[src/rtl/bslb_pkg.sv]
package bslb_pkg;

    // Kind of output group produced in a cycle
    typedef enum logic [1:0] {
        EMIT_NONE   = 2'd0,  // nothing merged this cycle
        EMIT_ALL    = 2'd1,  // every merged bit leaves now
        EMIT_CAPPED = 2'd2   // output capped, surplus retained
    } emit_e;

endpackage

[src/rtl/bslb_in_align.sv]
module bslb_in_align #(
    parameter int IN_W  = 16,
    parameter int OUT_W = 8,
    parameter int LEN_W = 5,
    parameter int WIN_W = IN_W + OUT_W,
    parameter int CNT_W = $clog2(WIN_W + 1)
) (
    input  logic [IN_W-1:0]  in_data,
    input  logic [LEN_W-1:0] in_len,
    input  logic             take,
    input  logic [CNT_W-1:0] held_cnt,
    output logic [WIN_W-1:0] placed,
    output logic [CNT_W-1:0] eff_len
);

    localparam logic [LEN_W-1:0] LEN_CAP = LEN_W'(IN_W);

    logic [LEN_W-1:0] clamp_len;
    logic [IN_W-1:0]  ones;
    logic [IN_W-1:0]  keep_mask;
    logic [IN_W-1:0]  clean;
    logic [WIN_W-1:0] wide;

    always_comb begin
        clamp_len = (in_len > LEN_CAP) ? LEN_CAP : in_len;
        ones      = '1;
        keep_mask = ~(ones >> clamp_len);
        clean     = in_data & keep_mask;
        wide      = {clean, {OUT_W{1'b0}}};
        placed    = take ? (wide >> held_cnt) : '0;
        eff_len   = take ? CNT_W'(clamp_len) : '0;
    end

endmodule

[src/rtl/bslb_split.sv]
module bslb_split
    import bslb_pkg::*;
#(
    parameter int OUT_W  = 8,
    parameter int WIN_W  = 24,
    parameter int CNT_W  = 5,
    parameter int OLEN_W = 4
) (
    input  logic [WIN_W-1:0]  merged,
    input  logic [CNT_W-1:0]  total,
    output logic [OUT_W-1:0]  out_data,
    output logic [OLEN_W-1:0] out_len,
    output logic [WIN_W-1:0]  rem_bits,
    output logic [CNT_W-1:0]  rem_cnt,
    output emit_e             emit
);

    localparam logic [CNT_W-1:0] OUT_C = CNT_W'(OUT_W);

    logic             full;
    logic [CNT_W-1:0] take_cnt;

    always_comb begin
        full     = (total > OUT_C);
        take_cnt = full ? OUT_C : total;
        out_data = merged[WIN_W-1 -: OUT_W];
        out_len  = OLEN_W'(take_cnt);
        rem_bits = merged << take_cnt;
        rem_cnt  = total - take_cnt;
        if (total == '0) begin
            emit = EMIT_NONE;
        end else if (full) begin
            emit = EMIT_CAPPED;
        end else begin
            emit = EMIT_ALL;
        end
    end

endmodule

[src/rtl/bitstream_rate_limiter.sv]
module bitstream_rate_limiter
    import bslb_pkg::*;
#(
    parameter int IN_W   = 16,
    parameter int OUT_W  = 8,
    parameter int LEN_W  = 5,
    parameter int OLEN_W = 4
) (
    input  logic              clk,
    input  logic              rst_n,
    input  logic              in_valid,
    input  logic [IN_W-1:0]   in_data,
    input  logic [LEN_W-1:0]  in_len,
    output logic              in_ready,
    output logic              out_valid,
    output logic [OUT_W-1:0]  out_data,
    output logic [OLEN_W-1:0] out_len
);

    localparam int WIN_W = IN_W + OUT_W;
    localparam int CNT_W = $clog2(WIN_W + 1);
    localparam logic [CNT_W-1:0] READY_MAX = CNT_W'(WIN_W - IN_W);
    localparam logic [CNT_W-1:0] HOLD_MAX  = CNT_W'(WIN_W - OUT_W);

    typedef struct packed {
        logic [WIN_W-1:0] bits;
        logic [CNT_W-1:0] cnt;
    } hold_t;

    hold_t hold_d, hold_q;

    logic             take;
    logic [WIN_W-1:0] placed;
    logic [CNT_W-1:0] eff_len;
    logic [WIN_W-1:0] merged;
    logic [CNT_W-1:0] total;
    logic [WIN_W-1:0] rem_bits;
    logic [CNT_W-1:0] rem_cnt;
    emit_e            emit;

    assign in_ready = (hold_q.cnt <= READY_MAX);
    assign take     = in_valid & in_ready;

    bslb_in_align #(
        .IN_W (IN_W),
        .OUT_W(OUT_W),
        .LEN_W(LEN_W),
        .WIN_W(WIN_W),
        .CNT_W(CNT_W)
    ) i_align (
        .in_data (in_data),
        .in_len  (in_len),
        .take    (take),
        .held_cnt(hold_q.cnt),
        .placed  (placed),
        .eff_len (eff_len)
    );

    assign merged = hold_q.bits | placed;
    assign total  = hold_q.cnt + eff_len;

    bslb_split #(
        .OUT_W (OUT_W),
        .WIN_W (WIN_W),
        .CNT_W (CNT_W),
        .OLEN_W(OLEN_W)
    ) i_split (
        .merged  (merged),
        .total   (total),
        .out_data(out_data),
        .out_len (out_len),
        .rem_bits(rem_bits),
        .rem_cnt (rem_cnt),
        .emit    (emit)
    );

    assign out_valid = take | (hold_q.cnt != '0);

    always_comb begin
        hold_d      = hold_q;
        hold_d.bits = rem_bits;
        hold_d.cnt  = rem_cnt;
    end

    always_ff @(posedge clk) begin
        if (!rst_n) begin
            hold_q <= '0;
        end else begin
            hold_q <= hold_d;
        end
    end

    AST_NO_OVERFLOW: assert property (@(posedge clk) disable iff (!rst_n)
        hold_q.cnt <= HOLD_MAX);

    AST_STALL_FULL_BYTE: assert property (@(posedge clk) disable iff (!rst_n)
        !in_ready |-> (out_valid && out_len == OLEN_W'(OUT_W)));

    AST_ZERO_PASS: assert property (@(posedge clk) disable iff (!rst_n)
        (take && in_len == '0 && hold_q.cnt == '0) |-> (out_valid && out_len == '0));

    AST_DRAIN_HELD: assert property (@(posedge clk) disable iff (!rst_n)
        (hold_q.cnt != '0) |-> out_valid);

    AST_CAPPED_CONTINUES: assert property (@(posedge clk) disable iff (!rst_n)
        (emit == EMIT_CAPPED) |=> out_valid);

    AST_SHORT_FLUSHES: assert property (@(posedge clk) disable iff (!rst_n)
        (out_valid && out_len < OLEN_W'(OUT_W)) |=> (hold_q.cnt == '0));

    AST_PAD_ZERO: assert property (@(posedge clk) disable iff (!rst_n)
        out_valid |-> ((out_data << out_len) == '0));

endmodule

[config.mk]
export PLATFORM = sky130hd
export DESIGN_NAME = bitstream_rate_limiter
export DESIGN_NICKNAME = d
export VERILOG_FILES = /design/src/rtl/bslb_pkg.sv /design/src/rtl/bslb_in_align.sv /design/src/rtl/bslb_split.sv /design/src/rtl/bitstream_rate_limiter.sv
export SDC_FILE = /design/constraint.sdc
export NUM_CORES = 1
export LEC_CHECK = 0
export BUFFER_PORTS_ARGS = -buffer_cell sky130_fd_sc_hd__buf_4
export CAP_MARGIN = 10
export CORE_UTILIZATION = 40
export CTS_CLUSTER_SIZE = 16
export DETAILED_ROUTE_END_ITERATION = 8
export REMOVE_ABC_BUFFERS = 1
export SETUP_SLACK_MARGIN = 0.4
export SLEW_MARGIN = 20
export SYNTH_ARGS = -nofsm -noshare
export SYNTH_HDL_FRONTEND = slang
export SYNTH_SLANG_ARGS = --single-unit
export TNS_END_PERCENT = 30
[constraint.sdc]
create_clock -name clk -period 5.12 [get_ports clk]
set_clock_uncertainty 0.2 [all_clocks]
set_input_delay 0.512 -clock clk [delete_from_list [all_inputs] [get_ports clk]]
set_output_delay 0.512 -clock clk [all_outputs]
set_load 0.02 [all_outputs]
Word level (Yosys, flattened, before mapping) --
Index checks and enable logic that the tools add are counted.
Storage, ports and cells: logic and storage cells 20, input port bits 24, register bits after elaboration 29
Cells by class: bitwise operators 5, mux-type cells 4, reductions and logical operators 1, add/sub/neg operators 2, shift operators 3, order comparisons 3
Operators by type and width (count):
- 2-to-1 mux 24 bit | 1
- OR 24 bit | 1
- << shifter 24 x 5 -> 24 bit | 1
- right shift 24 x 5 -> 24 bit | 1
- AND 16 bit | 1
- inverter 16 bit | 1
- right shift 16 x 5 -> 16 bit (first input constant) | 1
- 2-to-1 mux 5 bit | 3
- adder 5 bit | 1
- > comparator 5 x 4 -> 1 bit (second input constant) | 1
- > comparator 5 bit (second input constant) | 1
- <= comparator 5 x 4 -> 1 bit (second input constant) | 1
- nonzero test 5 bit | 1
- subtractor 5 bit | 1
- AND 1 bit | 1
- OR 1 bit | 1

Depth between registers and ports, before layout --
Gate-level depths: netlist of run 1.
depth in word-level cells 9, depth in mapped cells 20, mapped depth without buffers 18

Hierarchy --
A second synthesis of run 1 with hierarchy kept.
Second synthesis, totals: cells, all modules 560, area, all modules 4120.2 um^2
By module, submodules not included:
- bslb_in_align | area each 1610.3 um^2, times used 1, cells an instance 236
- bslb_split | area each 1410.1 um^2, times used 1, cells an instance 216
- bitstream_rate_limiter | area each 1099.8 um^2, times used 1, cells an instance 108

Worst setup path after synthesis of run 1 --
OpenSTA, ideal clock, no wires.
path kind in2reg, start point input in_len[4], end point register hold_q[2] in the netlist's numbering, slack 1.042 ns, arrival 3.763 ns, buffers on the path 4, data required time 4.805 ns, stages 20, cells stage by stage buf_6 -> buf_6 -> buf_6 -> nor2_1 -> and2_1 -> ha_1 -> inv_1 -> fa_1 -> nor2b_1 -> o21a_1 -> or3_4 -> nand2_1 -> nor2_1 -> inv_1 -> clkbuf_1 -> nand2_1 -> ha_1 -> o211ai_1 -> o21ai_0 -> o21a_1
Between the ends: word-level cells in the longest chain between the ends 7
RTL lines:
- start: declaration | RTL line bitstream_rate_limiter.sv:13 | input logic [LEN_W-1:0] in_len,
- > comparator 5 bit | RTL line bslb_in_align.sv:25 | clamp_len = (in_len > LEN_CAP) ? LEN_CAP : in_len;
- 2-to-1 mux 5 bit (*) | RTL line bslb_in_align.sv:25
- 2-to-1 mux 5 bit (*) | RTL line bslb_in_align.sv:31 | eff_len = take ? CNT_W'(clamp_len) : '0;
- adder 5 bit (*) | RTL line bitstream_rate_limiter.sv:60 | assign total = hold_q.cnt + eff_len;
- > comparator 5 x 4 -> 1 bit | RTL line bslb_split.sv:24 | full = (total > OUT_C);
- 2-to-1 mux 5 bit | RTL line bslb_split.sv:25 | take_cnt = full ? OUT_C : total;
- subtractor 5 bit (*) | RTL line bslb_split.sv:29 | rem_cnt = total - take_cnt;
- end signal: assignment | RTL line bitstream_rate_limiter.sv:89 | hold_q <= hold_d;
- end: declaration | RTL line bitstream_rate_limiter.sv:30 | hold_t hold_d, hold_q;
Every way passes the cells marked *; elsewhere a longest branch is shown, timed or not. A chain may end at the register's enable or synchronous reset.

Worst setup path after layout of run 1 --
start point register hold_q[4] in the netlist's numbering, end point output out_len[2]
Between the ends: word-level cells in the longest chain between the ends 6
RTL lines:
- <= comparator 5 x 4 -> 1 bit | RTL line bitstream_rate_limiter.sv:41 | assign in_ready = (hold_q.cnt <= READY_MAX);
- AND 1 bit | RTL line bitstream_rate_limiter.sv:42 | assign take = in_valid & in_ready;
- 2-to-1 mux 5 bit | RTL line bslb_in_align.sv:31
- adder 5 bit (*) | RTL line bitstream_rate_limiter.sv:60
- > comparator 5 x 4 -> 1 bit | RTL line bslb_split.sv:24
- 2-to-1 mux 5 bit (*) | RTL line bslb_split.sv:25
- end: declaration | RTL line bitstream_rate_limiter.sv:17 | output logic [OLEN_W-1:0] out_len
Marked as above.

==> impl_results.md, run 1 <==
* Status: complete, no violations
* Worst slew pin tran at 0.803 ns
* Mapped Area at around 0.0037 mm2
* Via count at slightly below 4000
* Final worst path period need at roughly 4.4 ns
* Hold_buf cts at 0
* Relative max-transition margin at between 40 and 50%
* CP peak stage delay at ~0.43 ns
* Top_reg_cell synth: dfxtp_1
* Max reg flops at 29
* Sum of buffers and inverters on the critical path at 4
* Flops & latches, synth at 29
* Peak fanout along the critical path at 14
* Congestion Overflow GR at 0
* Fillers at ~900
* Tot Pwr at 1.64 mW
* Final TNS setup at 0 ns
* Die width at between 90 and 100 um
* Synth area leaders: dfxtp_1, nor2_1, mux2i_1
* Fin. Hold Viols at 0
* Full die area at 0.00952 mm2
* Antenna violations before repair at 0
* Largest family of logic cells by synthesized area: compound AO/OA/AOI/OAI gates
* Clock buffer depth at 2
* Vias in the first global route at approximately 3700
* TritonCTS clock tree: built
* Biggest regs: hold_q: 29 flops
* Pleak at 1.51 nW
* End of the worst register-to-register path: hold_q[17]
* Tot GR Track Use at 25.1%
* Kind of critical path: flop to output pin
* First-pass GRT wire length at 19.5 mm
* Sequential area share after synthesis at 15.9%
* Largest area contributor in the netlist: dfxtp_1
* RSZ-0062 raised after global routing: false
* Worst reg2reg path depth at 14
* Largest delay share family, worst path: simple AND/OR/NAND/NOR gates
* Area of the multi-input gates at approximately 0.0028 mm2
* Via-to-Cell Ratio at between 6 and 7
* Share of layout cells above drive strength 1 at a little under a quarter
* # H-tree levels at 2
* Peak supply drop at between 0.00015 and 0.0002 V
* Final setup fails at 0
* Post-Route WL at 12.0 mm
* Slew Limit Fails at 0
* Part of the cycle the worst path needs at a little under nine tenths
* Worst-path cell chain: nand2b_1 -> nand2b_1 -> nor2_1 -> and2_1 -> ha_1 -> inv_1 -> fa_1 -> nor2b_1 -> o21a_1 -> or3_4 -> nand2_1 -> nor2_2 -> clkinvlp_4 -> buf_4 -> nor2_1 -> buf_4
* Register area at 583 um2
* Biggest register: hold_q
* WP depth at 16
* Post-route ant nets at 0
* Iter 0 DRT Violations at roughly 270
* Worst Path Required at 4.41 ns
* Max-Cap Viols at 0
* RePlAce Congestion at just under 1
* Yosys warns at 0
* Nature of the critical path endpoint: output pin
* Avg WL per Cell at 20.2 um
* Crit start category: flop
* Adder-cell share of the synthesized area at ~2.3%
* Die Y at slightly below 100 um
* Avg Inst Size Synth at slightly below 8 um2
* DRC viols at 0
* # IOs at 38
* Max Freq at around 230 MHz
* Initial Utilization at between 40% and 50%
* Post-Synth Simple-Gate Area at a little over a quarter
* Crit path capture: out_len[2]
* I/O Buffers at 37
* Power Density at 404 mW/mm2
* DPL Wire Length at roughly 8.9 mm
* CTS Buf Count at 5
* Num rows at 34
* Clock Latency Late Sink at 0.29 ns
* Critical R2R Launch: hold_q[4]
* Reg-to-reg slack, setup at just over 0.9 ns
* Core Footprint at between 0.008 and 0.009 mm2
* Synth async-reset ratio at 0%
* Root Driver: clkbuf_8
* Final nets at ~510
* P&R area growth vs syn at 11.0%
* Slowest-stage cell, CP: fa_1
* Clk sinks at 29
* Arr. time, crit path at 3.69 ns
* Compound-gate portion of the synthesized area at between 30% and 40%
* Clk slew on worst S/H paths at 0.06 ns
* Post-synth top area share at roughly 16%
* EDFF count, synth at 0
* Synth unique cells at 91
* Class of the worst hold path: input pin to flop
* CP Launch Point: hold_q[4]
* Largest net degree at the start of global routing at 40
* Post-Synth XOR/XNOR Area at less than 1%
* Router iterations before antenna repair at 4
* Syn Inst Count at 465
* Ant. Diodes at 0
* Mux cell area share after synthesis at around 8.6%
-- cell type report --
class | count | share of cell area [%]
Timing Repair Buffer | 49 | 9.08
Clock inverter | 3 | 1.61
Sequential cell | 29 | 14.4
Tap cell | 108 | 3.33
Inverter | 19 | 1.85
Clock buffer | 5 | 1.70
Multi-Input combinational cell | 380 | 68.0
-- what timing repair did --
| action | in CTS | in global routing |
|---|---|---|
| resized for setup | 1 | 2 |
| buffers inserted | 0 | 4 |
| endpoints found under the setup margin | 1 | 2 |
| cloned | 0 | 0 |
-- worst reg2reg max path, cell delays in order, from the launching register on --
cell      delay (ns)
dfxtp_1         0.36
nand2b_1        0.21
nand2b_1        0.26
nor2_1          0.21
and2_1          0.17
ha_1            0.17
inv_1           0.06
fa_1            0.43
nor2b_1         0.15
o21a_1          0.18
or3_4           0.16
nand4_1         0.35
inv_2           0.45
mux2_2          0.40
a221o_1         0.36
-- how the worst min path moves through the flow --
stage          startpoint          to  cells after the start
4_1_cts             rst_n  hold_q[27]                      2
6_report            rst_n   hold_q[2]                      2
3_3_place_gp   hold_q[10]  hold_q[18]                      2
3_5_place_dp    hold_q[6]  hold_q[14]                      3
2_1_floorplan  hold_q[10]  hold_q[18]                      2
5_1_grt             rst_n  hold_q[27]                      2
-- metrics by stage --
stage / hold WS, ns / setup slack (ns) / area (um2) / cells / utilization, %
after floorplan: 0.313 / 0.365 / 3410 / 428 / -
after global placement: 0.453 / 0.858 / 3880 / 581 / 44.3
after detailed placement: 0.444 / 0.702 / 3880 / 581 / 44.3
after CTS: 0.368 / 0.593 / 4020 / 589 / 45.8
after global routing: 0.381 / 0.488 / 4050 / 593 / 46.2
final: 0.367 / 0.720 / 4050 / 593 / 46.2
-- synth_stat cells (9+ instances only) --
cell	count
nor2_1	50
a21oi_1	34
dfxtp_1	29
nand2_1	22
mux2i_1	18
nor3_1	15
o21ai_0	15
o221ai_1	14
inv_1	13
clkbuf_1	12
o21a_1	12
a211oi_1	11
nand3_1	11
and3_1	10
buf_2	10
a31oi_1	9
and2_1	9
buf_6	9
-- power by group --
part | internal (mW) | total, mW | switching, mW
logic | 0.387 | 1.03 | 0.648
clock network | 0.193 | 0.288 | 0.0949
registers | 0.279 | 0.315 | 0.0357
-- placed cells by master (no fill, tap or decap), types with 6 or more instances in the layout --
| cell type | count |
|---|---|
| nor2_1 | 49 |
| buf_4 | 49 |
| a21oi_1 | 34 |
| dfxtp_1 | 27 |
| nand2_1 | 22 |
| mux2i_1 | 18 |
| nor3_1 | 15 |
| o21ai_0 | 15 |
| o221ai_1 | 14 |
| inv_1 | 12 |
| o21a_1 | 12 |
| nand3_1 | 11 |
| a211oi_1 | 11 |
| and3_1 | 10 |
| and2_1 | 9 |
| a31oi_1 | 9 |
| nand2b_1 | 7 |
| o21ai_1 | 7 |
| a211oi_2 | 7 |
| o211ai_1 | 7 |
| or2_2 | 6 |
| a221o_1 | 6 |
-- logic make-up (layout without fill, tap and decap cells) --
kind of cell    Yosys count  after routing
other cells               1              1
xor+xnor                  2              2
flops                    29             29
fa+ha+maj                 6              6
compound gates          176            176
simple gates            168            168
buf+inv                  56             76
mux                      27             27
-- metal layers --
layer | wire length (um) | vias up | global-route usage [%] | part of all wire (%)
met5 | 0 | - | 0 | 0
met4 | 317 | 0 | 9.50 | 2.6
met3 | 1030 | 28 | 2.73 | 8.6
met2 | 5430 | 219 | 39.6 | 45
met1 | 5190 | 1869 | 35.0 | 43
li1 | - | 1838 | - | -
Power figures use the tool's default switching activity.
==> inputs of run 2 (changes only) <==
CELL_PAD_IN_SITES_DETAIL_PLACEMENT = 0   (was default)
CELL_PAD_IN_SITES_GLOBAL_PLACEMENT = 2   (was default)
CORE_UTILIZATION = 36   (was 40)
PLACE_DENSITY_LB_ADDON = 0.1   (was default)
REMOVE_ABC_BUFFERS = default   (was 1)
==> impl_results.md, run 2 (synthesis gave the netlist of run 1 again) <==
* Pleak at 1.49 nW (-1.2%)
* DPL Wire Length at 9.91 mm (+12%)
* Biggest register: hold_q
* Net load switching power at 781 uW (+0.27%)
* Clk sinks at 29 (unchanged)
* # IOs at 38 (unchanged)
* CP peak stage delay at 0.44 ns (about the same)
* DP Worst Slack at 0.772 ns (+0.0702 ns)
* Post-Route WL at 13.0 mm (+8.3%)
* Biggest regs: hold_q: 29 flops
* CP Launch Point: hold_q[4]
* DRC viols at 0 (unchanged)
* Area after DPL at 0.00393 mm2 (+1.2%)
* Iter 0 DRT Violations at 278 (+3.7%)
* Arr. time, crit path at 3.57 ns (-0.12 ns)
* Tot Pwr at 1.56 mW (-4.8%)
* Share of layout cells above drive strength 1 at 23.0% (-0.52 points)
* Fin. Hold Viols at 0 (unchanged)
* Part of the cycle the worst path needs at 83.7% (-2.2 points)
* Clk slew on worst S/H paths at 0.07 ns (about the same)
* Crit path top cell by count: nand2b_1
* P&R area growth vs syn at 10.4%
* Num rows at 36 (+5.9%)
* Avg WL per Cell at 21.0 um (+4.3%)
* Combinational share of power at 66.6% (+3.4 points)
* Class of the worst hold path: input pin to flop
* Clock buffer depth at 2 (unchanged)
* Peak fanout along the critical path at 19 (+5)
* First-pass GRT wire length at 20.1 mm (+2.9%)
* Clock Latency Late Sink at 0.28 ns (about the same)
* Worst-path cell chain: nand2b_1 -> nand2b_1 -> nor2_1 -> and2_1 -> ha_1 -> inv_1 -> fa_1 -> nor2b_1 -> o21a_1 -> or3_4 -> nand4_1 -> inv_2 -> buf_4
* Final setup fails at 0 (unchanged)
* Internal cell power at 778 uW (-9.5%)
* Post-Syn Nets at roughly 500
* Max Freq at 233 MHz (+2.7%)
* Post-CTS Resized at 0 (-1)
* Relative max-transition margin at 39.2% (-7.1 points)
* Final std cells w/o fill at 616 (+3.9%)
* Router iterations before antenna repair at 5 (+1)
* Sum of buffers and inverters on the critical path at 3 (-1)
* I/O Buffers at 37 (unchanged)
* Peak supply drop at 0.000171 V (+6.4%)
* TritonCTS clock tree: built
* Final worst path period need at 4.29 ns (-0.114 ns)
* Placed Cells at 608 (+4.6%)
* Nature of the critical path endpoint: output pin
* Fillers at 1083 (+21%)
* Clock share of power at 13.3% (-4.3 points)
* Status: complete, no violations
* Critical R2R Launch: hold_q[4]
* Congestion Overflow GR at 0 (unchanged)
* Largest net degree at the start of global routing at 40 (unchanged)
* Final nets at 512 (-0.39%)
* Tot GR Track Use at 25.3% (+0.22 points)
* RSZ-0062 raised after global routing: false
* Most frequent cells in the layout: nor2_1, buf_4, a21oi_1
* Die width at 103 um (+5.3%)
* Post-layout instance area at 0.00403 mm2 (-0.49%)
* Max reg flops at 29 (unchanged)
* Most common cell after layout, fill and taps aside: nor2_1
* Slew Limit Fails at 0 (unchanged)
* Final TNS setup at 0 ns (unchanged)
* Crit start category: flop
* Worst slew pin tran at 0.909 ns (+0.106 ns)
* Root Driver: clkbuf_8
* Switching Share at 50.1% (+2.6 points)
* Ant. Diodes at 0 (unchanged)
* Die Y at 103 um (+5.3%)
* Final worst setup slack at 0.834 ns (+0.114 ns)
* Antenna violations before repair at 0 (unchanged)
* Sequential Power Share at 20.1% (+0.9 points)
* Area of the multi-input gates at 0.00276 mm2 (unchanged)
* # H-tree levels at 2 (unchanged)
* Vias in the first global route at 3505 (-5.4%)
* Post-CTS Setup Bufs at 0 (unchanged)
* Core Footprint at 0.00982 mm2 (+12%)
* Post-route ant nets at 0 (unchanged)
* Power Density at 386 mW/mm2 (-4.4%)
* Kind of critical path: flop to output pin
* Slowest-stage cell, CP: inv_2
* HP Start: rst_n
* Max-Cap Viols at 0 (unchanged)
* Hold_buf cts at 0 (unchanged)
* Worst Path Required at 4.41 ns (about the same)
* Initial Utilization at 37.2% (-4.5 points)
* Full die area at 0.0106 mm2 (+11%)
* CTS Buf Count at 5 (unchanged)
* Via-to-Cell Ratio at 6.20 (-7.0%)
* Largest delay share family, worst path: simple AND/OR/NAND/NOR gates
* RePlAce Congestion at 0.889 (-7.5%)
* Register area at 583 um2 (unchanged)
* Via count at 3819 (-3.4%)
## run 2: cell types whose count changed in the layout (fill, tap and decap cells not counted)
cell | previous run | this run
clkbuf_8 | 5 | 7
buf_4 | 49 | 47
inv_1 | 12 | 13
bufinv_16 | 2 | 0
clkinvlp_4 | 1 | 0
## run 2: per-layer routing
metal	wire length (um)	share of wire (%)	vias up	track usage (%)
li1	-	-	1824	-
met1	6220	48	1810	36.4
met2	5730	44	164	39.8
met3	702	5.4	21	2.17
met4	310	2.4	0	8.02
met5	0	0	-	0
## run 2: final timing paths
path,endpoint,slack (ns),depth (start not counted)
worst max-delay path,out_len[1],0.83,13
worst min-delay path,hold_q[27],0.38,2
worst max register to register,hold_q[17],1.00,14
worst min register to register,hold_q[18],0.48,2
## run 2: power groups by stage
| stage | Combinational, mW | Sequential (mW) | Clock, mW |
|---|---|---|---|
| after global routing | 1.12 | 0.319 | 0.224 |
| after CTS | 1.02 | 0.312 | 0.210 |
| after floorplan | 0.724 | 0.302 | 0 |
| after detailed placement | 1.01 | 0.316 | 0 |
| after global placement | 1.03 | 0.316 | 0 |
| final | 1.04 | 0.313 | 0.208 |
## run 2: area by class of cell
type	count	share of cell area (%)
Sequential cell	29	14.5
Clock buffer	7	2.39
Inverter	19	1.77
Tap cell	133	4.13
Timing Repair Buffer	47	8.75
Clock inverter	1	0.124
Multi-Input combinational cell	380	68.4
## run 2: stage by stage
stage	hold slack, ns	utilization, %
floorplan	0.313	-
global placement	0.466	40.0
detailed placement	0.456	40.0
global route	0.375	41.1
CTS	0.379	41.0
finish	0.383	41.1
